==> src/rtl/acc_cpu.sv <==
module acc_cpu #(
  parameter int DATA_W = 16,
  parameter int ADDR_W = 12
) (
  input  logic              clk,
  input  logic              rst,
  input  logic [ADDR_W-1:0] start_addr,
  output logic [ADDR_W-1:0] mem_addr,
  output logic              mem_we,
  output logic [DATA_W-1:0] mem_wdata,
  input  logic [DATA_W-1:0] mem_rdata,
  input  logic              in_valid,
  input  logic [DATA_W-1:0] in_data,
  output logic              in_ready,
  output logic              out_valid,
  output logic [DATA_W-1:0] out_data,
  output logic              halted
);
  localparam int OP_W = DATA_W - ADDR_W;

  localparam logic [OP_W-1:0] OP_LOAD = 0, OP_STORE = 1, OP_CLEAR = 2, OP_ADD = 3,
                              OP_INC  = 4, OP_SUB   = 5, OP_DEC   = 6, OP_CMP = 7,
                              OP_JMP  = 8, OP_JGT   = 9, OP_JEQ  = 10, OP_JLT = 11,
                              OP_IN  = 12, OP_OUT  = 13;

  typedef enum logic [2:0] {S_FETCH, S_DECODE, S_OPER, S_EXEC, S_WB, S_HALT} state_t;

  state_t            state;
  logic [ADDR_W-1:0] pc;
  logic [DATA_W-1:0] ir, acc, wb_val;
  logic              flag_gt, flag_eq, flag_lt;

  logic [OP_W-1:0]   op;
  logic [ADDR_W-1:0] opnd;
  logic              reads_opnd, take_jump;

  assign op   = ir[DATA_W-1:ADDR_W];
  assign opnd = ir[ADDR_W-1:0];

  assign reads_opnd = op == OP_LOAD || op == OP_ADD || op == OP_SUB || op == OP_CMP ||
                      op == OP_INC  || op == OP_DEC || op == OP_OUT;

  assign take_jump = op == OP_JMP || (op == OP_JGT && flag_gt) ||
                     (op == OP_JEQ && flag_eq) || (op == OP_JLT && flag_lt);

  assign mem_addr = (state == S_FETCH) ? pc : opnd;
  assign in_ready = state == S_OPER && op == OP_IN && in_valid;
  assign mem_we   = state == S_WB ||
                    (state == S_OPER && (op == OP_STORE || op == OP_CLEAR)) || in_ready;

  always_comb begin
    mem_wdata = wb_val;
    if (state == S_OPER) begin
      if (op == OP_STORE)   mem_wdata = acc;
      else if (op == OP_IN) mem_wdata = in_data;
      else                  mem_wdata = '0;
    end
  end

  assign out_valid = state == S_EXEC && op == OP_OUT;
  assign out_data  = mem_rdata;
  assign halted    = state == S_HALT;

  always_ff @(posedge clk) begin
    if (rst) begin
      state   <= S_FETCH;
      pc      <= start_addr;
      ir      <= '0;
      acc     <= '0;
      wb_val  <= '0;
      flag_gt <= 1'b0;
      flag_eq <= 1'b0;
      flag_lt <= 1'b0;
    end else begin
      case (state)
        S_FETCH: state <= S_DECODE;
        S_DECODE: begin
          ir    <= mem_rdata;
          pc    <= pc + 1'b1;
          state <= S_OPER;
        end
        S_OPER: begin
          if (reads_opnd)                         state <= S_EXEC;
          else if (op == OP_STORE || op == OP_CLEAR) state <= S_FETCH;
          else if (op >= OP_JMP && op <= OP_JLT) begin
            if (take_jump) pc <= opnd;
            state <= S_FETCH;
          end
          else if (op == OP_IN) begin
            if (in_valid) state <= S_FETCH;
          end
          else state <= S_HALT;
        end
        S_EXEC: begin
          state <= S_FETCH;
          case (op)
            OP_LOAD: acc <= mem_rdata;
            OP_ADD:  acc <= acc + mem_rdata;
            OP_SUB:  acc <= acc - mem_rdata;
            OP_CMP: begin
              flag_gt <= $signed(mem_rdata) >  $signed(acc);
              flag_eq <= mem_rdata == acc;
              flag_lt <= $signed(mem_rdata) <  $signed(acc);
            end
            OP_INC: begin
              wb_val <= mem_rdata + 1'b1;
              state  <= S_WB;
            end
            OP_DEC: begin
              wb_val <= mem_rdata - 1'b1;
              state  <= S_WB;
            end
            default: ;
          endcase
        end
        S_WB:    state <= S_FETCH;
        default: state <= S_HALT;
      endcase
    end
  end
endmodule

==> config.mk <==
export PLATFORM = sky130hd
export DESIGN_NAME = acc_cpu
export DESIGN_NICKNAME = d
export VERILOG_FILES = /design/src/rtl/acc_cpu.sv
export SDC_FILE = /design/constraint.sdc
export NUM_CORES = 1
export LEC_CHECK = 0
export BUFFER_PORTS_ARGS = -buffer_cell sky130_fd_sc_hd__clkbuf_2
export CAP_MARGIN = 20
export CORE_MARGIN = 2
export CORE_UTILIZATION = 45
export CTS_BUF_LIST = sky130_fd_sc_hd__clkbuf_4 sky130_fd_sc_hd__clkbuf_8 sky130_fd_sc_hd__clkbuf_16
export DETAILED_ROUTE_END_ITERATION = 10
export PLACE_DENSITY_LB_ADDON = 0.15
export SLEW_MARGIN = 20
export SYNTH_ARGS = -nofsm -noshare
export SYNTH_HDL_FRONTEND = slang
export SYNTH_SLANG_ARGS = --single-unit
export TNS_END_PERCENT = 1
==> constraint.sdc <==
create_clock -name clk -period 4.1 [get_ports clk]
set_input_delay 0.615 -clock clk [delete_from_list [all_inputs] [get_ports clk]]
set_output_delay 0.615 -clock clk [all_outputs]
set_load 0.03 [all_outputs]
Word-level counts from Yosys, hierarchy flattened
Index checks and enable logic that the tools add are counted.
Cells by class
  equality and inequality tests: 24
  mux-type cells: 19
  $lt $le $gt $ge: 4
  reductions and logical operators: 30
  $add $sub $neg: 5
Operators by type and width (count)
  two-way mux 12 bit: 6
  two-way mux 16 bit: 3
  one-hot mux 16 bit (3 select lines): 1
  one-hot mux 16 bit (2 select lines): 1
  == test 4 bit, second input constant: 6
  one-hot mux 12 bit (2 select lines): 1
  two-way mux 3 bit: 6
  adder 16 x 1 -> 16 bit, second input constant: 1
  adder 16 bit: 1
  == test 16 bit: 1
  == test 4 x 3 -> 1 bit, second input constant: 4
  greater-than comparator 16 bit: 1
  less-than comparator 16 bit: 1
  subtractor 16 x 1 -> 16 bit, second input constant: 1
  subtractor 16 bit: 1
  one-hot mux 3 bit (5 select lines): 1
  adder 12 x 1 -> 12 bit, second input constant: 1
  logical OR 1 bit: 12
  inequality test 3 bit, second input constant: 3
  == test 4 x 2 -> 1 bit, second input constant: 2
  logical AND 1 bit: 8
  == test 3 x 2 -> 1 bit, second input constant: 2
  == test 3 bit, second input constant: 2
  inequality test 6 x 4 -> 1 bit, second input constant: 1
  other kinds (12): 15
Word-level totals
  bits in registers: 66
  output and inout bits: 48
  logic and storage cells: 90
  bits of input ports: 47

Logic depth before layout (Yosys ltp)
  word-level depth: 11
  mapped depth: 14
  depth with buffers taken out: 13

Least setup slack after synthesis
OpenSTA, ideal clock, no wires.
  path type: flip-flop to flip-flop
  start point: reg ir[13]
  end point: reg wb_val[13]
  cell stages (with the launch flop): 12
  path slack: 767 ps
  required time: 3982 ps
  period minus slack after synthesis: 3333 ps
  buffers on the path: 1
  setup time: 118 ps
  arrival time: 3215 ps
  cells stage by stage: dfxtp_1 -> buf_1 -> nand2b_1 -> nor2_1 -> ha_1 -> a211o_1 -> a211oi_2 -> nor2_1 -> a221o_1 -> a221oi_2 -> xor2_1 -> o21ai_1
Between the ends
  cells in the longest elaborated chain, start to end: 3
  elaborated cells on any way between the ends: 5
  classes of those cells: eq/ne: 2; mux: 1; reduce/logical: 2
Ends and longest elaborated chain
  from (decl): RTL line 30  | logic [DATA_W-1:0] ir, acc, wb_val;
  from (signal assigned): RTL line 78  | ir <= mem_rdata;
  == test 4 x 3 -> 1 bit: RTL line 96  | case (op)
  nonzero test 2 bit (no line)
  AND reduction 2 bit (no line)
  to (signal assigned): RTL line 106  | wb_val <= mem_rdata + 1'b1;
  to (signal assigned): RTL line 110  | wb_val <= mem_rdata - 1'b1;
  to (decl): RTL line 30
Parallel ways exist; a longest one is shown, timed or not.
A chain may end at the register's enable or synchronous reset.

Worst setup path after layout
  start point: reg ir[13]
  end point: reg wb_val[15]
Same word-level chain as after synthesis.

==> impl_metrics.sql <==
INSERT INTO impl_metrics (metric_group, metric, value, unit) VALUES
('worst_setup_path', 'crit_family', 'compound AO/OA/AOI/OAI gates', ''),
('timing', 'fin_setup_tns', '0', 'ns'),
('worst_setup_path', 'kind_of_end_point_of_the_critical_path', 'flop', ''),
('yosys', 'postSynthNetCount', '844', ''),
('floorplan', 'floorplan.die.width', '116', 'um'),
('yosys', 'ys.warnings.count', '0', ''),
('layout', 'layout-area-overhead-vs-synth', '14.0', '%'),
('clock_tree', 'cts_tree', 'yes', ''),
('worst_setup_path', 'cp.arrival', '3.65', 'ns'),
('yosys', 'post_synthesis_cells', '748', ''),
('clock_tree', 'cts_root_buf', 'sky130_fd_sc_hd__clkbuf_16', ''),
('timing', 'worst_slew_pin_slew', '0.995', 'ns'),
('floorplan', 'floorplan.die.height', '116', 'um'),
('global_route', 'grt_antenna_before_repair', '0', ''),
('routing', 'routed-via-count', '5624', ''),
('global_route', 'gr-usage-met3', '0.0413', ''),
('yosys', 'ys_ff_latch', '66', ''),
('yosys', 'synth_area_per_cell', '7.52', 'um^2'),
('clock_tree', 'ctsResizeCount', '0', ''),
('clock_tree', 'clock_latency', '0.35', 'ns'),
('outcome', 'run_status', 'finished, final reports clean', ''),
('timing', 'number_of_hold_violations_in_the_final_report', '0', ''),
('pwr', 'power.leakage', '2.72', 'nW'),
('routing', 'drt_pre_antenna_iters', '4', ''),
('routing', 'finalWirelength', '17.5', 'mm'),
('worst_setup_path', 'cp_common_cell', 'sky130_fd_sc_hd__a21o_1', ''),
('placed_design', 'place.gp.congestion', '0.912', ''),
('clock_tree', 'clock_tree.buffer_depth', '2', ''),
('pwr', 'total_chip_power', '2.18', 'mW'),
('routing', 'remaining_drc_errors', '0', ''),
('global_route', 'grt.met2_usage', '0.431', ''),
('timing', 'post-route-period-util', '0.833', ''),
('clock_tree', 'hold_buffers', '0', ''),
('placed_design', 'half_perimeter_wire_length_after_detailed_placement', '12.7', 'mm'),
('yosys', 'synth_area', '5620', 'um^2'),
('layout', 'n_antenna_cell', '0', ''),
('worst_setup_path', 'chain_of_cells_forming_the_critical_path', 'nand2b_1 > nor2_1 > buf_4 > ha_1 > a21o_1 > a21o_1 > a2111oi_0 > nor3_1 > a41oi_1 > xnor2_1 > o21ai_1', ''),
('worst_setup_path', 'startpoint_type', 'flop', ''),
('worst_setup_path', 'crit_path_max_fanout', '13', ''),
('global_route', 'grt_start_max_net_pins', '30', ''),
('job', 'max_cap_violations', '0', ''),
('routing', 'wl_per_cell', '17.8', 'um'),
('timing', 'worst_slew_margin_rel', '0.337', ''),
('pwr', 'ir_drop', '0.000178', 'V'),
('floorplan', 'area_of_the_die', '13400', 'um^2'),
('yosys', 'synth-edff-count', '12', ''),
('worst_setup_path', 'cp_slowest_stage_delay', '0.59', 'ns'),
('layout', 'num-nets-final', '904', ''),
('worst_setup_path', 'worst_setup_path_category', 'flop to flop', ''),
('yosys', 'synth_largest_area_cell', 'sky130_fd_sc_hd__dfxtp_1', ''),
('layout', 'layout-drive-gt1-share', '0.177', ''),
('floorplan', 'floorplan.initialDensity', '0.464', ''),
('yosys', 'synth_cell_type_count', '61', ''),
('routing', 'detail_route.vias_per_cell', '5.73', ''),
('routing', 'drt-initial-drc-count', '391', ''),
('placed_design', 'place.port_buffers', '94', ''),
('timing', 'max_clock_freq', '0.293', 'GHz'),
('global_route', 'grt_pass1_vias', '5369', ''),
('worst_setup_path', 'worst-endpoint-required', '4.33', 'ns'),
('global_route', 'grt_use_met1', '0.372', ''),
('timing', 'rsz0062_at_grt', 'no', ''),
('timing', 'finalClockSkew', '0.0110', 'ns'),
('worst_setup_path', 'crit_buf_inv', '1', ''),
('floorplan', 'design.core.area', '12100', 'um^2'),
('yosys', 'asyncSetResetFlopFracSynth', '0', ''),
('worst_setup_path', 'cell_type_of_the_slowest_stage_on_the_worst_timing_path', 'sky130_fd_sc_hd__dfxtp_1', ''),
('clock_tree', 'cts-buffers-inserted', '9', ''),
('global_route', 'wire_length_of_the_first_global_routing_pass', '27.9', 'mm'),
('yosys', 'synth_top_cell_area_share', '0.192', ''),
('clock_tree', 'clkSlewWorstSetupHoldPaths', '0.06', 'ns'),
('global_route', 'grt_util_overall', '0.271', '');
-- kinds of logic after synthesis --
logic type | Yosys count | synth area share
AO/OA/AOI/OAI | 221 | 0.248
XOR/XNOR | 47 | 0.0732
adder cells (fa/ha/maj) | 49 | 0.112
buffers and inverters | 80 | 0.0657
flip-flops | 66 | 0.256
multiplexers | 15 | 0.0296
AND/OR/NAND/NOR | 270 | 0.215
-- worst min-delay path, cell delays in order (launching register included) --
cell and delay (ns):
sky130_fd_sc_hd__dfxtp_1 0.31, sky130_fd_sc_hd__nand2_1 0.05, sky130_fd_sc_hd__a21oi_1 0.05
-- stage by stage --
| stage | worst slack, ns | hold slack (ns) | utilization | cells | area (um^2) |
|---|---|---|---|---|---|
| final | 0.685 | 0.461 | 0.529 | 981 | 6410 |
| after global routing | 0.394 | 0.482 | 0.529 | 981 | 6410 |
| after CTS | 0.744 | 0.462 | 0.529 | 981 | 6410 |
| after detailed placement | 0.643 | 0.447 | 0.504 | 965 | 6110 |
| after global placement | 0.666 | 0.444 | 0.504 | 965 | 6110 |
| after floorplan | 0.767 | 0.426 | - | 748 | 5620 |
-- final cells by class --
class / count / area (um^2)
multi-input combinational: 602 / 3820
fill: 1226 / 5700
tap: 168 / 210
sequential: 66 / 1440
inverter: 26 / 97.6
clock inverter: 7 / 76.3
timing repair buffer: 103 / 538
clock buffer: 9 / 225
-- sequential cells by signal (all words and copies together), names as in the netlist --
signal   cells
flag_lt      1
state        3
flag_eq      1
pc          12
acc         16
flag_gt      1
wb_val      16
ir          16
-- synth_stat cells, types with 12 or more instances --
| master | count |
|---|---|
| sky130_fd_sc_hd__nand2_1 | 106 |
| sky130_fd_sc_hd__inv_1 | 26 |
| sky130_fd_sc_hd__a31oi_1 | 15 |
| sky130_fd_sc_hd__clkbuf_1 | 35 |
| sky130_fd_sc_hd__o21ai_1 | 18 |
| sky130_fd_sc_hd__xnor2_1 | 25 |
| sky130_fd_sc_hd__buf_4 | 16 |
| sky130_fd_sc_hd__a21oi_1 | 73 |
| sky130_fd_sc_hd__nor2_1 | 85 |
| sky130_fd_sc_hd__nand3_1 | 14 |
| sky130_fd_sc_hd__xor2_1 | 22 |
| sky130_fd_sc_hd__edfxtp_1 | 12 |
| sky130_fd_sc_hd__nor2b_1 | 12 |
| sky130_fd_sc_hd__a221oi_1 | 19 |
| sky130_fd_sc_hd__dfxtp_1 | 54 |
| sky130_fd_sc_hd__o21ai_0 | 30 |
| sky130_fd_sc_hd__a21o_1 | 13 |
| sky130_fd_sc_hd__mux2_2 | 13 |
| sky130_fd_sc_hd__ha_1 | 47 |
-- layer usage --
layer  share of wire  routed length (um)
met1            0.48                8360
met4           0.023                 407
met5               0                   0
met3           0.048                 839
met2            0.45                7890
-- report_power, final --
part	leakage, nW	internal, mW	total, mW	switching (mW)
logic	2.01	0.223	0.616	0.393
registers	0.561	0.706	0.758	0.0511
clock network	0.142	0.475	0.806	0.331
total	2.72	1.40	2.18	0.775
-- final timing paths --
path	start	slack [ns]	cells past startpoint	to
max	ir[13]$_SDFFE_PP0P_	0.68	11	wb_val[15]$_SDFFE_PP0P_
min	wb_val[8]$_SDFFE_PP0P_	0.46	2	wb_val[8]$_SDFFE_PP0P_
max reg2reg	ir[13]$_SDFFE_PP0P_	0.68	11	wb_val[15]$_SDFFE_PP0P_
min reg2reg	wb_val[8]$_SDFFE_PP0P_	0.46	2	wb_val[8]$_SDFFE_PP0P_
-- cells in the final DEF (no fill, tap or decap), drive strengths merged, types with 3 or more instances in the layout --
master   synthesis  routed
and4             4       4
nand2          106     106
nand4            4       4
dfxtp           54      54
a211oi           9       9
a311oi           4       4
o21ai           48      48
a211o            4       4
o211ai           3       3
edfxtp          12      12
ha              47      47
buf             19       9
and2             6       6
nand2b           6       6
inv             26      28
nor2b           12      12
o2111ai          3       3
a21o            13      13
nor3            11      11
o21a             5       5
xor2            22      22
o22ai            8       8
or2              5       5
xnor2           25      25
a21oi           73      73
a31oi           15      15
nor2            86      86
mux2            13      13
nand3           14      14
clkbuf          35     103
nor3b            4       4
and3             6       6
a221oi          20      20
No activity file was read; power rests on OpenSTA's default activity.
